[src/rtl/rom_seq_pkg.sv]
package rom_seq_pkg;

    typedef enum logic [1:0] {
        S_IDLE  = 2'd0,
        S_FIRST = 2'd1,
        S_BURST = 2'd2
    } seq_state_e;

    localparam logic [1:0] WIDTH_64 = 2'b00;
    localparam logic [1:0] WIDTH_32 = 2'b01;

endpackage

[src/rtl/rom_bank_decode.sv]
module rom_bank_decode
    import rom_seq_pkg::*;
#(
    parameter int ADDR_W    = 32,
    parameter int BANK_BITS = 23,
    parameter int NBANKS    = 2,
    parameter int RA_W      = BANK_BITS - 2
) (
    input  logic [ADDR_W-1:0] addr_i,
    input  logic [1:0]        width_i,
    output logic              hit_o,
    output logic [NBANKS-1:0] sel_o,
    output logic [RA_W-1:0]   rom_addr_o
);
    localparam int TAG_W = ADDR_W - BANK_BITS;
    localparam logic [TAG_W-1:0] TOP_TAG = {TAG_W{1'b1}};

    logic [TAG_W-1:0] tag;
    assign tag = addr_i[ADDR_W-1:BANK_BITS];

    // Bank k owns the k-th window counting down from the top of memory.
    for (genvar k = 0; k < NBANKS; k++) begin : g_bank
        assign sel_o[k] = (tag == TOP_TAG - TAG_W'(k));
    end

    assign hit_o = |sel_o;

    always_comb begin
        if (width_i[1]) begin
            rom_addr_o = addr_i[RA_W-1:0];
        end else if (width_i == WIDTH_32) begin
            rom_addr_o = addr_i[BANK_BITS-1:2];
        end else begin
            rom_addr_o = {1'b0, addr_i[BANK_BITS-1:3]};
        end
    end
endmodule

[src/rtl/rom_latency_calc.sv]
module rom_latency_calc #(
    parameter int FLAT_W = 5,
    parameter int BLAT_W = 4,
    parameter int CNT_W  = FLAT_W + 1
) (
    input  logic              wr_i,
    input  logic              narrow_i,
    input  logic              regd_i,
    input  logic              burst_en_i,
    input  logic [FLAT_W-1:0] flat_i,
    input  logic [BLAT_W-1:0] blat_i,
    output logic [CNT_W-1:0]  first_len_o,
    output logic [CNT_W-1:0]  beat_len_o
);
    logic [CNT_W-1:0] read_len;

    always_comb begin
        read_len = CNT_W'(flat_i) + (narrow_i ? CNT_W'(2) : CNT_W'(3))
                 + CNT_W'(regd_i);
        if (wr_i) begin
            first_len_o = CNT_W'(flat_i) + CNT_W'(2);
        end else begin
            first_len_o = read_len;
        end
        if (burst_en_i) begin
            beat_len_o = CNT_W'(blat_i) + CNT_W'(2);
        end else begin
            beat_len_o = read_len;
        end
    end
endmodule

[src/rtl/rom_wait_counter.sv]
module rom_wait_counter #(
    parameter int CNT_W = 6
) (
    input  logic             clk,
    input  logic             rst_n,
    input  logic             load_i,
    input  logic [CNT_W-1:0] load_val_i,
    input  logic             run_i,
    output logic             zero_o
);
    logic [CNT_W-1:0] cnt_q;

    always_ff @(posedge clk or negedge rst_n) begin
        if (!rst_n) begin
            cnt_q <= '0;
        end else if (load_i) begin
            cnt_q <= load_val_i;
        end else if (run_i && cnt_q != '0) begin
            cnt_q <= cnt_q - 1'b1;
        end
    end

    assign zero_o = (cnt_q == '0);

    // a running count steps down by exactly one per cycle
    p_countdown_r4: assert property (@(posedge clk) disable iff (!rst_n)
        (run_i && !load_i && cnt_q != '0) |=> (cnt_q == $past(cnt_q) - 1'b1));
endmodule

[src/rtl/rom_access_seq.sv]
module rom_access_seq
    import rom_seq_pkg::*;
#(
    parameter int ADDR_W    = 32,
    parameter int BANK_BITS = 23,
    parameter int NBANKS    = 2,
    parameter int FLAT_W    = 5,
    parameter int BLAT_W    = 4,
    parameter int BEATS     = 4,
    parameter int RA_W      = BANK_BITS - 2
) (
    input  logic              clk,
    input  logic              rst_n,
    input  logic              req_i,
    input  logic [31:0]       addr_i,
    input  logic              wr_i,
    input  logic              burst_i,
    input  logic [1:0]        width_i,
    input  logic              regd_i,
    input  logic              burst_en_i,
    input  logic [4:0]        first_lat_i,
    input  logic [3:0]        beat_lat_i,
    output logic [1:0]        bank_sel_o,
    output logic [20:0]       rom_addr_o,
    output logic              oe_o,
    output logic              we_o,
    output logic              beat_valid_o,
    output logic              busy_o,
    output logic              err_o
);
    localparam int CNT_W = FLAT_W + 1;
    localparam int IDX_W = $clog2(BEATS);
    localparam logic [IDX_W-1:0] LAST_IDX = IDX_W'(BEATS - 1);

    seq_state_e state_q, state_d;

    logic              hit;
    logic [NBANKS-1:0] sel_dec;
    logic [RA_W-1:0]   ra_dec;

    logic [NBANKS-1:0] sel_q;
    logic [RA_W-1:0]   ra_q;
    logic              wr_q, burst_q, narrow_q, regd_q, ben_q, err_q;
    logic [FLAT_W-1:0] flat_q;
    logic [BLAT_W-1:0] blat_q;
    logic [IDX_W-1:0]  idx_q;

    logic              idle, accept, reject, cnt_zero, beat_end, last_beat;
    logic              cnt_load;
    logic [CNT_W-1:0]  cnt_val;
    logic              lc_wr, lc_narrow, lc_regd, lc_ben;
    logic [FLAT_W-1:0] lc_flat;
    logic [BLAT_W-1:0] lc_blat;
    logic [CNT_W-1:0]  first_len, beat_len;

    rom_bank_decode #(
        .ADDR_W(ADDR_W), .BANK_BITS(BANK_BITS), .NBANKS(NBANKS), .RA_W(RA_W)
    ) u_dec (
        .addr_i(addr_i), .width_i(width_i),
        .hit_o(hit), .sel_o(sel_dec), .rom_addr_o(ra_dec)
    );

    // In idle the live inputs set the first beat; afterwards the captured copy rules.
    assign idle      = (state_q == S_IDLE);
    assign lc_wr     = idle ? wr_i         : wr_q;
    assign lc_narrow = idle ? width_i[1]   : narrow_q;
    assign lc_regd   = idle ? regd_i       : regd_q;
    assign lc_ben    = idle ? burst_en_i   : ben_q;
    assign lc_flat   = idle ? first_lat_i  : flat_q;
    assign lc_blat   = idle ? beat_lat_i   : blat_q;

    rom_latency_calc #(
        .FLAT_W(FLAT_W), .BLAT_W(BLAT_W), .CNT_W(CNT_W)
    ) u_lat (
        .wr_i(lc_wr), .narrow_i(lc_narrow), .regd_i(lc_regd),
        .burst_en_i(lc_ben), .flat_i(lc_flat), .blat_i(lc_blat),
        .first_len_o(first_len), .beat_len_o(beat_len)
    );

    assign accept    = idle && req_i && hit;
    assign reject    = idle && req_i && !hit;
    assign beat_end  = !idle && cnt_zero;
    assign last_beat = (idx_q == LAST_IDX);

    // Counter holds (length - 1) so the zero cycle is the Nth period.
    always_comb begin
        cnt_load = 1'b0;
        cnt_val  = '0;
        if (accept) begin
            cnt_load = 1'b1;
            cnt_val  = first_len - 1'b1;
        end else if (state_d == S_BURST && beat_end) begin
            cnt_load = 1'b1;
            cnt_val  = beat_len - 1'b1;
        end
    end

    rom_wait_counter #(.CNT_W(CNT_W)) u_cnt (
        .clk(clk), .rst_n(rst_n),
        .load_i(cnt_load), .load_val_i(cnt_val),
        .run_i(!idle), .zero_o(cnt_zero)
    );

    // Next-state logic
    always_comb begin
        state_d = state_q;
        unique case (state_q)
            S_IDLE: begin
                if (accept) state_d = S_FIRST;                 // T_ACCEPT
            end
            S_FIRST: begin
                if (cnt_zero) begin
                    state_d = burst_q ? S_BURST : S_IDLE;      // T_TOBURST / T_DONE1
                end
            end
            S_BURST: begin
                if (cnt_zero && last_beat) state_d = S_IDLE;   // T_DONEB, else T_NEXT
            end
            default: state_d = S_IDLE;
        endcase
    end

    // State register
    always_ff @(posedge clk or negedge rst_n) begin
        if (!rst_n) begin
            state_q <= S_IDLE;
        end else begin
            state_q <= state_d;
        end
    end

    // Capture of request attributes and beat progress
    always_ff @(posedge clk or negedge rst_n) begin
        if (!rst_n) begin
            sel_q    <= '0;
            ra_q     <= '0;
            wr_q     <= 1'b0;
            burst_q  <= 1'b0;
            narrow_q <= 1'b0;
            regd_q   <= 1'b0;
            ben_q    <= 1'b0;
            flat_q   <= '0;
            blat_q   <= '0;
            idx_q    <= '0;
            err_q    <= 1'b0;
        end else begin
            err_q <= reject;
            if (accept) begin
                sel_q    <= sel_dec;
                ra_q     <= ra_dec;
                wr_q     <= wr_i;
                burst_q  <= burst_i && !wr_i;
                narrow_q <= width_i[1];
                regd_q   <= regd_i;
                ben_q    <= burst_en_i;
                flat_q   <= first_lat_i;
                blat_q   <= beat_lat_i;
                idx_q    <= '0;
            end else if (beat_end && state_d == S_BURST) begin
                idx_q <= idx_q + 1'b1;
            end
        end
    end

    // Output decode
    always_comb begin
        bank_sel_o   = '0;
        rom_addr_o   = '0;
        oe_o         = 1'b0;
        we_o         = 1'b0;
        beat_valid_o = 1'b0;
        busy_o       = 1'b0;
        err_o        = err_q;
        unique case (state_q)
            S_IDLE: ;
            S_FIRST, S_BURST: begin
                busy_o       = 1'b1;
                bank_sel_o   = sel_q;
                rom_addr_o   = {ra_q[RA_W-1:IDX_W], ra_q[IDX_W-1:0] + idx_q};
                oe_o         = !wr_q;
                we_o         = wr_q;
                beat_valid_o = cnt_zero;
            end
            default: ;
        endcase
    end

    // selects are exclusive and confined to busy cycles
    p_sel_onehot_r1: assert property (@(posedge clk) disable iff (!rst_n)
        $onehot0(bank_sel_o) && (busy_o || bank_sel_o == '0));

    // an error pulse never coincides with a device cycle
    p_err_quiet_r2: assert property (@(posedge clk) disable iff (!rst_n)
        err_o |-> (!busy_o && bank_sel_o == '0));

    // the error pulse lasts one cycle unless a new reject follows
    p_err_pulse_r2: assert property (@(posedge clk) disable iff (!rst_n)
        (err_o && !reject) |=> !err_o);

    // the two enables are never driven together
    p_enables_excl_r6: assert property (@(posedge clk) disable iff (!rst_n)
        !(oe_o && we_o));

    // select held throughout a multi-cycle access
    p_sel_hold_r7: assert property (@(posedge clk) disable iff (!rst_n)
        (busy_o && $past(busy_o)) |-> $stable(bank_sel_o));

    // captured latency fields do not move during an access
    p_lat_frozen_r9: assert property (@(posedge clk) disable iff (!rst_n)
        (busy_o && $past(busy_o)) |-> ($stable(flat_q) && $stable(blat_q)));

    // busy can only drop after a completed beat
    p_busy_until_beat_r10: assert property (@(posedge clk) disable iff (!rst_n)
        (busy_o && !beat_valid_o) |=> busy_o);
endmodule

[config.mk]
export PLATFORM = sky130hd
export DESIGN_NAME = rom_access_seq
export DESIGN_NICKNAME = d
export VERILOG_FILES = /design/src/rtl/rom_seq_pkg.sv /design/src/rtl/rom_bank_decode.sv /design/src/rtl/rom_latency_calc.sv /design/src/rtl/rom_wait_counter.sv /design/src/rtl/rom_access_seq.sv
export SDC_FILE = /design/constraint.sdc
export NUM_CORES = 1
export LEC_CHECK = 0
export BUFFER_PORTS_ARGS = -buffer_cell sky130_fd_sc_hd__buf_2
export CAP_MARGIN = 25
export CORE_MARGIN = 2
export CORE_UTILIZATION = 45
export DETAILED_ROUTE_END_ITERATION = 10
export PLACE_DENSITY = 0.71
export SETUP_SLACK_MARGIN = 0.15
export SLEW_MARGIN = 5
export SYNTH_ARGS = -nofsm -noshare
export SYNTH_HDL_FRONTEND = slang
export SYNTH_SLANG_ARGS = --single-unit
[constraint.sdc]
create_clock -name clk -period 3.4 [get_ports clk]
set_input_delay 0.17 -clock clk [delete_from_list [all_inputs] [get_ports clk]]
set_output_delay 0.17 -clock clk [all_outputs]
set_load 0.01 [all_outputs]
# == Yosys cells after proc, flatten, opt, wreduce, memory -nomap -nowiden ==
# Cells that the tools add are included.
# classes
addsub,9
mux,30
reduce_logical,19
eq_ne,7
# ops
cell,count
21-bit two-way mux,3
6-bit two-way mux,6
9-bit == test (second input constant),2
6-bit by 1-bit subtractor with 6-bit output (second input constant),3
2-bit two-way mux,7
1-bit two-way mux,11
1-bit logical AND,8
5-bit by 2-bit adder with 6-bit output (second input constant),1
5-bit by 6-bit adder with 6-bit output,1
6-bit by 1-bit adder with 6-bit output,1
2-bit == test (second input constant),3
6-bit logical NOT,1
2-bit one-hot mux with 3 select lines,1
6-bit nonzero test,1
4-bit by 2-bit adder with 5-bit output (second input constant),1
5-bit two-way mux,1
2-bit by 1-bit == test with 1-bit output (second input constant),2
1-bit logical NOT,4
4-bit two-way mux,1
2-bit nonzero test,2
2-bit OR reduction,2
2-bit by 1-bit adder with 2-bit output (second input constant),1
2-bit adder,1
2-bit logical NOT,1
# word_totals
output_inout_bits,28
wordCells,78
in_bits,50
register_bits,48

# == Longest topological paths before layout ==
# Gate-level depths: netlist of run 1.
# depth
word_depth,10
mapped_depth,17
depth_no_buf,14

# == Hierarchy ==
# Synthesis of run 1 repeated with hierarchy kept, for this count alone.
# hier_totals
cells_unflattened,349
hier_area_um2,3455.8
# modules_own_cells
module,seq_area_each_um2,cells_each,instances,area_per_inst_um2
rom_access_seq,1051.0,190,1,2277.2
rom_bank_decode,0.0,76,1,493.0
rom_wait_counter,150.1,44,1,395.4
rom_latency_calc,0.0,39,1,290.3

# == Worst setup path after synthesis of run 1 ==
# No wires, ideal clock.
# synth_timing
path_type,register to register
from,register state_q[0]
to,register u_cnt.cnt_q[3]
t_arrival_ps,3379
setup_time_ps,133
slack_ps,-112
path_stages_with_launch,17
path_buffers,4
path_cell_list,dfrtp_1 -> inv_1 -> ha_1 -> buf_6 -> clkbuf_8 -> buf_2 -> mux2_2 -> fa_1 -> inv_1 -> ha_1 -> buf_2 -> xor2_1 -> o21ai_1 -> a211oi_2 -> xnor2_1 -> a2111oi_0 -> nor2_1
# synth_between
elab_chain_cells,10
word_cells_on_any_way,35
# synth_lines
item,line_no,source
from (decl),rom_access_seq.sv:35,"seq_state_e state_q, state_d;"
from (signal assigned),rom_access_seq.sv:128,state_q <= state_d;
2-bit logical NOT,"rom_access_seq.sv:64, rom_access_seq.sv:107",
1-bit two-way mux / 1-bit logical AND (equally long branches),"rom_access_seq.sv:66, rom_access_seq.sv:80",
1-bit two-way mux / 1-bit logical AND (equally long branches),"rom_latency_calc.sv:18, rom_access_seq.sv:80",
5-bit by 6-bit adder with 6-bit output / 2-bit two-way mux (equally long branches),"rom_latency_calc.sv:18, rom_access_seq.sv:109",
6-bit by 1-bit adder with 6-bit output / 2-bit one-hot mux with 3 select lines (equally long branches),"rom_latency_calc.sv:19, rom_access_seq.sv:107",
6-bit two-way mux / 2-bit == test (equally long branches),"rom_latency_calc.sv:25, rom_access_seq.sv:92",
6-bit by 1-bit subtractor with 6-bit output / 1-bit logical AND (equally long branches),"rom_access_seq.sv:94, rom_access_seq.sv:92",
6-bit two-way mux / 1-bit two-way mux (equally long branches),rom_access_seq.sv:92,end else if (state_d == S_BURST && beat_end) begin
6-bit two-way mux / 1-bit two-way mux (equally long branches),rom_access_seq.sv:89,if (accept) begin
6-bit two-way mux / 2-bit nonzero test (equally long branches),--,
to (signal assigned),rom_wait_counter.sv:17,cnt_q <= load_val_i;
to (signal assigned),rom_wait_counter.sv:19,cnt_q <= cnt_q - 1'b1;
to (decl),rom_wait_counter.sv:11,logic [CNT_W-1:0] cnt_q;
# Several ways; a longest one is shown, not always the timed one.
# A chain may end at the register's enable or synchronous reset.

# == Worst setup path after layout of run 1 ==
# layout_timing
from,register state_q[1]
to,register u_cnt.cnt_q[3]
# Same word-level chain as after synthesis.

==> results of run 1 <==
[cell usage after synthesis (all sizes together)]
cell type  count
nand2         72
dfrtp         48
mux2i         37
nor2          36
a21oi         28
o21ai         28
and2          25
clkbuf        16
ha            13
inv           12
buf           11
mux2          11
xnor2         10
nand3          7
o211ai         7
xor2           7
a31oi          5
nand2b         5
nand4          5
nor2b          5
and3           3
nor3b          3
nor4           3
or3            3
a221oi         2
nand3b         2
nor3           2
o31ai          2
a2111o         1
a2111oi        1
a211oi         1
a31o           1
a32oi          1
fa             1
nand4b         1
o21ba          1
o22ai          1
o311a          1
or4b           1
[through the flow]
step / cells / hold slack [ns] / cell area [um2] / worst slack [ns] / power [uW]
after floorplan: 419 / -0.126 / 3620 / 0.160 / 1020
after global placement: 575 / 0.374 / 4000 / 0.327 / 1120
after detailed placement: 576 / 0.183 / 4020 / 0.127 / 1140
after CTS: 583 / 0.0708 / 4130 / 0.168 / 1560
after global routing: 589 / 0.0871 / 4210 / 0.0802 / 1660
final: 589 / 0.0841 / 4210 / 0.281 / 1560
[state kept, by name, summed over array words and instances, names as in the netlist, 2 cells and up]
name and cells:
idx_q 2, state_q 2, sel_q 2, blat_q 4, ra_q 21, u_cnt.cnt_q 6
flat_q 5
[repair_timing]
| action | 4_1_cts | 5_1_grt |
|---|---|---|
| resized for setup | 1 | 6 |
| pin swaps | 1 | 5 |
| hold buffers | 1 | 0 |
| endpoints found under the setup margin | 1 | 2 |
| endpoints found under the hold margin | 21 | 0 |
| buffers inserted | 0 | 6 |
[area by class of cell]
cell class | instances | area [um2]
fill | 724 | 3520
multi-input combinational | 332 | 2250
sequential | 48 | 1200
timing repair buffer | 89 | 490
tap | 102 | 128
clock buffer | 5 | 68.8
inverter | 12 | 45.0
clock inverter | 1 | 30.0
[tightest hold or removal path, cell delays in order]
cell and delay, ns:
buf_2 0.09, nand2_1 0.04, nand2_1 0.05
[power by group]
group	internal (uW)	switching [uW]	leakage (uW)	total, uW
sequential	618	52.1	0.000646	670
clock	212	192	0.0000501	404
combinational	235	255	0.00141	491
[cell families after synthesis]
family          after synthesis
fa+ha+maj                    14
xor+xnor                     17
simple gates                173
mux                          48
compound gates               80
flops                        48
buf+inv                      39
[per-layer routing]
| layer | GRT usage | vias up | part of all wire |
|---|---|---|---|
| met1 | 0.263 | 1474 | 0.46 |
| met5 | 0 | - | 0 |
| met4 | 0.0466 | 0 | 0.0069 |
| met2 | 0.331 | 82 | 0.47 |
| li1 | - | 1573 | - |
| met3 | 0.0387 | 6 | 0.056 |
[path summary, 6_finish.rpt]
| path | depth (start not counted) | slack, ns | end |
|---|---|---|---|
| setup / recovery | 12 | 0.28 | u_cnt.cnt_q[3] |
| hold / removal | 3 | 0.08 | blat_q[0] |
| setup reg to reg | 12 | 0.28 | u_cnt.cnt_q[3] |
| hold reg to reg | 2 | 0.48 | sel_q[1] |
| max in group asynchronous | 3 | 2.48 | ra_q[6] |
| min in group asynchronous | 2 | 0.38 | blat_q[3] |
==> results by group, run 1 <==
Status
  – Outcome: complete, no violations

Yosys
  – Yosys reg bits: 48
  – Post-Synth XOR/XNOR Area: 0.0417
  – Post-synthesis mux area share: 0.145
  – Netlist cell types: 53
  – Mapped cell area: 0.00357 mm2
  – Synth Area in Adders: 0.0511
  – Yosys warning total: 0
  – Largest family of logic cells by synthesized area: simple AND/OR/NAND/NOR gates
  – Post-synth top area share: 0.336
  – Synth area leader: dfrtp_1
  – Cell count after synthesis: 419
  – Sequential share of the synthesized area: 0.336
  – Compound-cell area share of the yosys netlist: 0.138
  – Simple-Gate Fraction of Synth Area: 0.235
  – Dominant cells by area after synthesis: dfrtp_1 34%, mux2i_1 10%, nand2_1 7.6%, ha_1 4.6%, and2_1 4.4%
  – Syn nets: around 480
  – Avg Cell Area, Syn: 8.53 um2

Die
  – Die area: roughly 0.0087 mm2
  – Chip height: approximately 93 um
  – Starting Density: 0.462
  – Core area: between 0.007 and 0.008 mm2
  – Die W: approximately 93 um
  – I/O pins: 78
  – Num rows: 32

Setup path
  – Worst Path Arrival: around 3.3 ns
  – Critical path, cell by cell: inv_2 -> ha_4 -> mux2_4 -> fa_2 -> inv_1 -> ha_4 -> xor2_2 -> o211ai_1 -> a211oi_2 -> xnor2_1 -> a2111oi_2 -> nor2_1
  – WP buf/inv: 2
  – CP most frequent cell: ha_4
  – Crit path required time: between 3 and 4 ns
  – CP Max Fanout: 7
  – Crit Path Category: flop to flop
  – Worst setup startpoint: state_q[1]
  – Critical path capture point type: flop
  – Reg-to-Reg Start: state_q[1]
  – Setup crit start kind: flop
  – Delay-heaviest family, CP: compound AO/OA/AOI/OAI gates
  – Worst stage delay on the critical path: about 0.43 ns
  – Critical Path Slowest Stage Cell: dfrtp_1

Clock network
  – Reg clk slew, reported paths: about 0.090 ns
  – Clk_lat worst skew: roughly 0.30 ns
  – Clock Tree Root: clkbuf_8
  – CTS tree: built
  – CTS Buffer Depth: 2
  – CTS Buf Count: 5
  – Clock sink total: 48
  – # H-tree levels: 2

Detailed routing
  – First-pass detailed-route iteration total: 4
  – Total number of vias: about 3100
  – Antenna-violating nets left: 0
  – DR iter-0 viols: around 140
  – Via/cell ratio: between 5 and 6
  – DRC: 0
  – Routed WL: between 8000 and 9000 um
  – Wire length per cell: 14.1 um

Timing
  – Final hold vios: 0
  – Final period demand of the worst path: ~3.1 ns
  – RSZ-0062 raised after global routing: no
  – Fmax: 321 MHz
  – Period utilization: 0.917
  – Final slew viol count: 0
  – Worst-Margin Slew: approximately 0.56 ns
  – Post-route setup TNS: 0 ns
  – Clock Skew: roughly 0.0042 ns
  – # setup viols final: 0
  – Relative max-transition margin: 0.624

Pwr
  – Peak VDD IR: 0.203 mV
  – Pwr/cell area: roughly 370 mW/mm2
  – Leakage: 0.00211 uW

Global route
  – Largest net degree at the start of global routing: just over 50
  – Initial antenna violation count: 0
  – GRT Util Overall: 0.197
  – GRT overflow: 0
  – First-pass GRT wire length: roughly 14000 um
  – Number of global-route vias before repair: about 3000

Min path
  – Startpoint of the lowest-slack hold path: beat_lat_i[0]
  – Worst hold path type: input port to flop

Cells and area
  – Synth-to-layout area growth: 17.9%
  – Diode count: 0
  – Util after Layout: 0.545
  – Layout cell share with drive strength beyond 1: 0.257
  – Final net count: 552
  – Commonest non-fill, non-tap cell in the layout: buf_2
  – Most frequent cells in the layout: 77 x buf_2, 72 x nand2_1, 48 x dfrtp_1

Place
  – Routability Congestion: a little over 0.9
  – # port buffers: 77
  – Hpwl dp: a little over 6000 um

Job
  – Max_cap viols: 0
Note: power is estimated with default switching activity, not from simulation.
==> run 2, diff against run 1 <==
--- a/config.mk
+++ b/config.mk
@@ -5,6 +5,7 @@
 export SDC_FILE = /design/constraint.sdc
 export NUM_CORES = 1
 export LEC_CHECK = 0
+export ABC_AREA = 1
 export BUFFER_PORTS_ARGS = -buffer_cell sky130_fd_sc_hd__buf_2
 export CAP_MARGIN = 25
 export CORE_MARGIN = 2
==> results by group, run 2 <==
Status
  – Outcome: complete, no violations (unchanged)

Setup path
  – Flop-to-flop setup slack: 0.47 ns (was 0.28 ns)
  – Worst stage delay on the critical path: 0.46 ns (was 0.43 ns)
  – Worst Path Arrival: 3.13 ns (was 3.30 ns)
  – Critical path capture point type: flop (unchanged)
  – CP Max Fanout: 8 (was 7)
  – Crit Path Category: flop to flop (unchanged)
  – FF-to-FF End: u_cnt.cnt_q[2] (was u_cnt.cnt_q[3])
  – Worst setup endpoint: u_cnt.cnt_q[2] (was u_cnt.cnt_q[3])
  – CP most frequent cell: nand2_1 (was ha_4)
  – Reg2reg path depth: 17 (was 12)
  – Setup crit start kind: flop (unchanged)
  – Critical path, cell by cell: inv_1 -> ha_1 -> nand2_1 -> o21ai_1 -> inv_1 -> fa_1 -> inv_1 -> ha_1 -> nand3_1 -> nand2_2 -> ha_1 -> nand3_1 -> nand2_1 -> o22ai_1 -> nand2_1 -> nand3_1 -> nand2_1 (was inv_2 -> ha_4 -> mux2_4 -> fa_2 -> inv_1 -> ha_4 -> xor2_2 -> o211ai_1 -> a211oi_2 -> xnor2_1 -> a2111oi_2 -> nor2_1)
  – Crit path required time: 3.60 ns (was 3.58 ns)
  – Worst setup startpoint: state_q[1] (unchanged)
  – Critical Path Slowest Stage Cell: fa_1 (was dfrtp_1)
  – Reg-to-Reg Start: state_q[1] (unchanged)

Die
  – I/O pins: 78 (unchanged)
  – Num rows: 32 (unchanged)
  – Core area: 0.00777 mm2 (was 0.00773 mm2)
  – Starting Density: 0.469 (was 0.462)
  – Die W: 94.0 um (was 93.1 um)
  – Die area: 0.00883 mm2 (was 0.00867 mm2)
  – Chip height: 94.0 um (was 93.1 um)

Timing
  – Period utilization: 0.861 (was 0.917)
  – Final period demand of the worst path: 2.93 ns (was 3.12 ns)
  – Clock Skew: 0.00834 ns (was 0.00425 ns)
  – Final hold vios: 0 (unchanged)
  – Worst-Margin Slew: 0.667 ns (was 0.565 ns)
  – Post-route setup TNS: 0 ns (unchanged)
  – # setup viols final: 0 (unchanged)
  – RSZ-0062 raised after global routing: no (unchanged)
  – Fmax: 342 MHz (was 321 MHz)
  – Relative max-transition margin: 0.554 (was 0.624)
  – Final slew viol count: 0 (unchanged)

Place
  – # port buffers: 77 (unchanged)
  – Routability Congestion: 0.957 (was 0.921)
  – Hpwl dp: 7000 um (was 6140 um)

Yosys
  – Post-synth EDFFs: 0 (unchanged)
  – Netlist cell types: 32 (was 53)
  – Post-synth top area share: 0.330 (was 0.336)
  – Cell count after synthesis: 568 (was 419)
  – Most common cell in the netlist: nand2_1 (unchanged)
  – Mapped cell area: 0.00364 mm2 (was 0.00357 mm2)
  – Synth area leader: dfrtp_1 (unchanged)
  – Syn nets: 632 (was 483)
  – Synth cell count leaders: 208 x nand2_1, 75 x inv_1, 48 x dfrtp_1 (was 72 x nand2_1, 48 x dfrtp_1, 36 x mux2i_1)
  – Yosys warning total: 0 (unchanged)
  – Yosys reg bits: 48 (unchanged)
  – Synth Flop Type: dfrtp_1 (unchanged)
  – Dominant cells by area after synthesis: dfrtp_1 33%, nand2_1 21%, inv_1 7.7%, o21ai_0 5.6%, nand3_1 4.8% (was dfrtp_1 34%, mux2i_1 10%, nand2_1 7.6%, ha_1 4.6%, and2_1 4.4%)
  – Sequential share of the synthesized area: 0.330 (was 0.336)
  – Avg Cell Area, Syn: 6.41 um2 (was 8.53 um2)
  – Post-synth ARST share: 1.00 (unchanged)

Detailed routing
  – Total number of vias: 3784 (was 3135)
  – Routed WL: 9150 um (was 8320 um)
  – DRC: 0 (unchanged)
  – Antenna-violating nets left: 0 (unchanged)
  – First-pass detailed-route iteration total: 5 (was 4)
  – Wire length per cell: 12.3 um (was 14.1 um)
  – Via/cell ratio: 5.08 (was 5.32)
  – DR iter-0 viols: 206 (was 135)

Pwr
  – Peak VDD IR: 0.202 mV (was 0.203 mV)
  – Share of power burned in registers: 0.404 (was 0.428)
  – Sw Share: 0.368 (was 0.319)
  – Pwr/cell area: 400 mW/mm2 (was 372 mW/mm2)
  – Combinational power share: 0.341 (was 0.314)
  – Final Power: 1700 uW (was 1560 uW)
  – Leakage: 0.00253 uW (was 0.00211 uW)
  – Clock network power share: 0.255 (was 0.258)
  – P_int: 1080 uW (was 1060 uW)
  – P_sw: 627 uW (was 500 uW)

Cells and area
  – Fillers: 765 (was 724)
  – Largest regs: ra_q x21, u_cnt.cnt_q x6, flat_q x5 (unchanged)
  – Multi-input logic area: 0.00203 mm2 (was 0.00225 mm2)
  – Diode count: 0 (unchanged)
  – Max FFs per register: 21 (unchanged)
  – Final net count: 706 (was 552)
  – Most frequent cells in the layout: 208 x nand2_1, 77 x buf_2, 75 x inv_1 (was 77 x buf_2, 72 x nand2_1, 48 x dfrtp_1)
  – Largest register by flop count: ra_q (unchanged)
  – Commonest non-fill, non-tap cell in the layout: nand2_1 (was buf_2)
  – Layout cell share with drive strength beyond 1: 0.205 (was 0.257)
  – Reg area: 0.00120 mm2 (unchanged)
  – Synth-to-layout area growth: 16.9% (was 17.9%)

Global route
  – Number of global-route vias before repair: 3651 (was 3008)
  – First-pass GRT wire length: 16000 um (was 13900 um)
  – GRT Util Overall: 0.222 (was 0.197)
  – Initial antenna violation count: 0 (unchanged)
  – Largest net degree at the start of global routing: 30 (was 51)
  – GRT overflow: 0 (unchanged)

Min path
  – Worst hold path type: input port to flop (unchanged)

Clock network
  – Clock Tree Root: clkbuf_8 (unchanged)
  – CTS Buf Count: 5 (unchanged)
  – Postcts setup bufs: 0 (unchanged)
  – # H-tree levels: 2 (unchanged)
  – Hold buffer count at CTS: 1 (unchanged)
  – Reg clk slew, reported paths: 0.10 ns (was 0.09 ns)
  – Clk_lat worst skew: 0.31 ns (was 0.30 ns)
  – Clock sink total: 48 (unchanged)
  – CTS Buffer Depth: 2 (unchanged)
  – PostCTS Resize Cnt: 0 (was 1)
  – CTS tree: built (unchanged)

Job
  – Max_cap viols: 0 (unchanged)
==> run 2: how the worst min path moves through the flow <==
stage                end  slack [ns]  cells after the start     startpoint
2_1_floorplan      ben_q       -0.13                      0          rst_n
5_1_grt            ben_q        0.08                      3     burst_en_i
4_1_cts        blat_q[1]        0.08                      3  beat_lat_i[1]
6_report       blat_q[1]        0.08                      3  beat_lat_i[1]
3_3_place_gp   blat_q[3]        0.39                      3  beat_lat_i[3]
3_5_place_dp   flat_q[3]        0.17                      1          rst_n
==> run 2: area by class of cell <==
class / instances / area share
clock inverters: 3 / 0.00999
multi-input cells: 418 / 0.478
repair buffers: 87 / 0.112
flip-flops and latches: 48 / 0.282
clock buffers: 5 / 0.0162
inverters: 82 / 0.0723
well taps: 102 / 0.0300
==> run 2: metrics by stage <==
| stage | instances | area, um2 | hold slack, ns | util | setup WS, ns |
|---|---|---|---|---|---|
| final | 745 | 4260 | 0.0779 | 0.548 | 0.473 |
| after global routing | 745 | 4260 | 0.0828 | 0.548 | 0.187 |
| after CTS | 745 | 4260 | 0.0756 | 0.548 | 0.482 |
| after detailed placement | 736 | 4140 | 0.174 | 0.533 | 0.490 |
| after global placement | 735 | 4120 | 0.392 | 0.530 | 0.616 |
| after floorplan | 568 | 3640 | -0.126 | - | 0.662 |
==> run 2: cells by family (layout without fill, tap and decap cells) <==
kind of cell	count (synthesis)	count (layout)	synth area share
buf+inv	102	177	0.111
compound gates	80	80	0.122
fa+ha+maj	14	14	0.0502
mux	1	1	0.00309
xor+xnor	5	5	0.0120
flops	48	48	0.330
simple gates	318	318	0.371
==> run 2: power by group through the flow <==
stage	registers, uW	clock network [uW]	logic (uW)
after floorplan	685	0	430
after global placement	694	0	562
after detailed placement	697	0	579
after CTS	686	441	582
after global routing	696	471	672
final	687	435	580
==> run 2: metal layers <==
layer  share of wire  vias up  routed length (um)  track usage
met4           0.013        0                 116       0.0507
met3           0.059       12                 536       0.0441
li1                -     1929                   -            -
met2            0.48      101                4420        0.385
met5               0        -                   0            0
met1            0.45     1742                4080        0.287
==> run 2: critical path, delay by kind of cell, from the launching register on <==
| family | cells | cell delay [ns] |
|---|---|---|
| fa+ha+maj | 4 | 1.18 |
| simple gates | 8 | 0.66 |
| flops | 1 | 0.45 |
| buf+inv | 3 | 0.27 |
| compound gates | 2 | 0.26 |
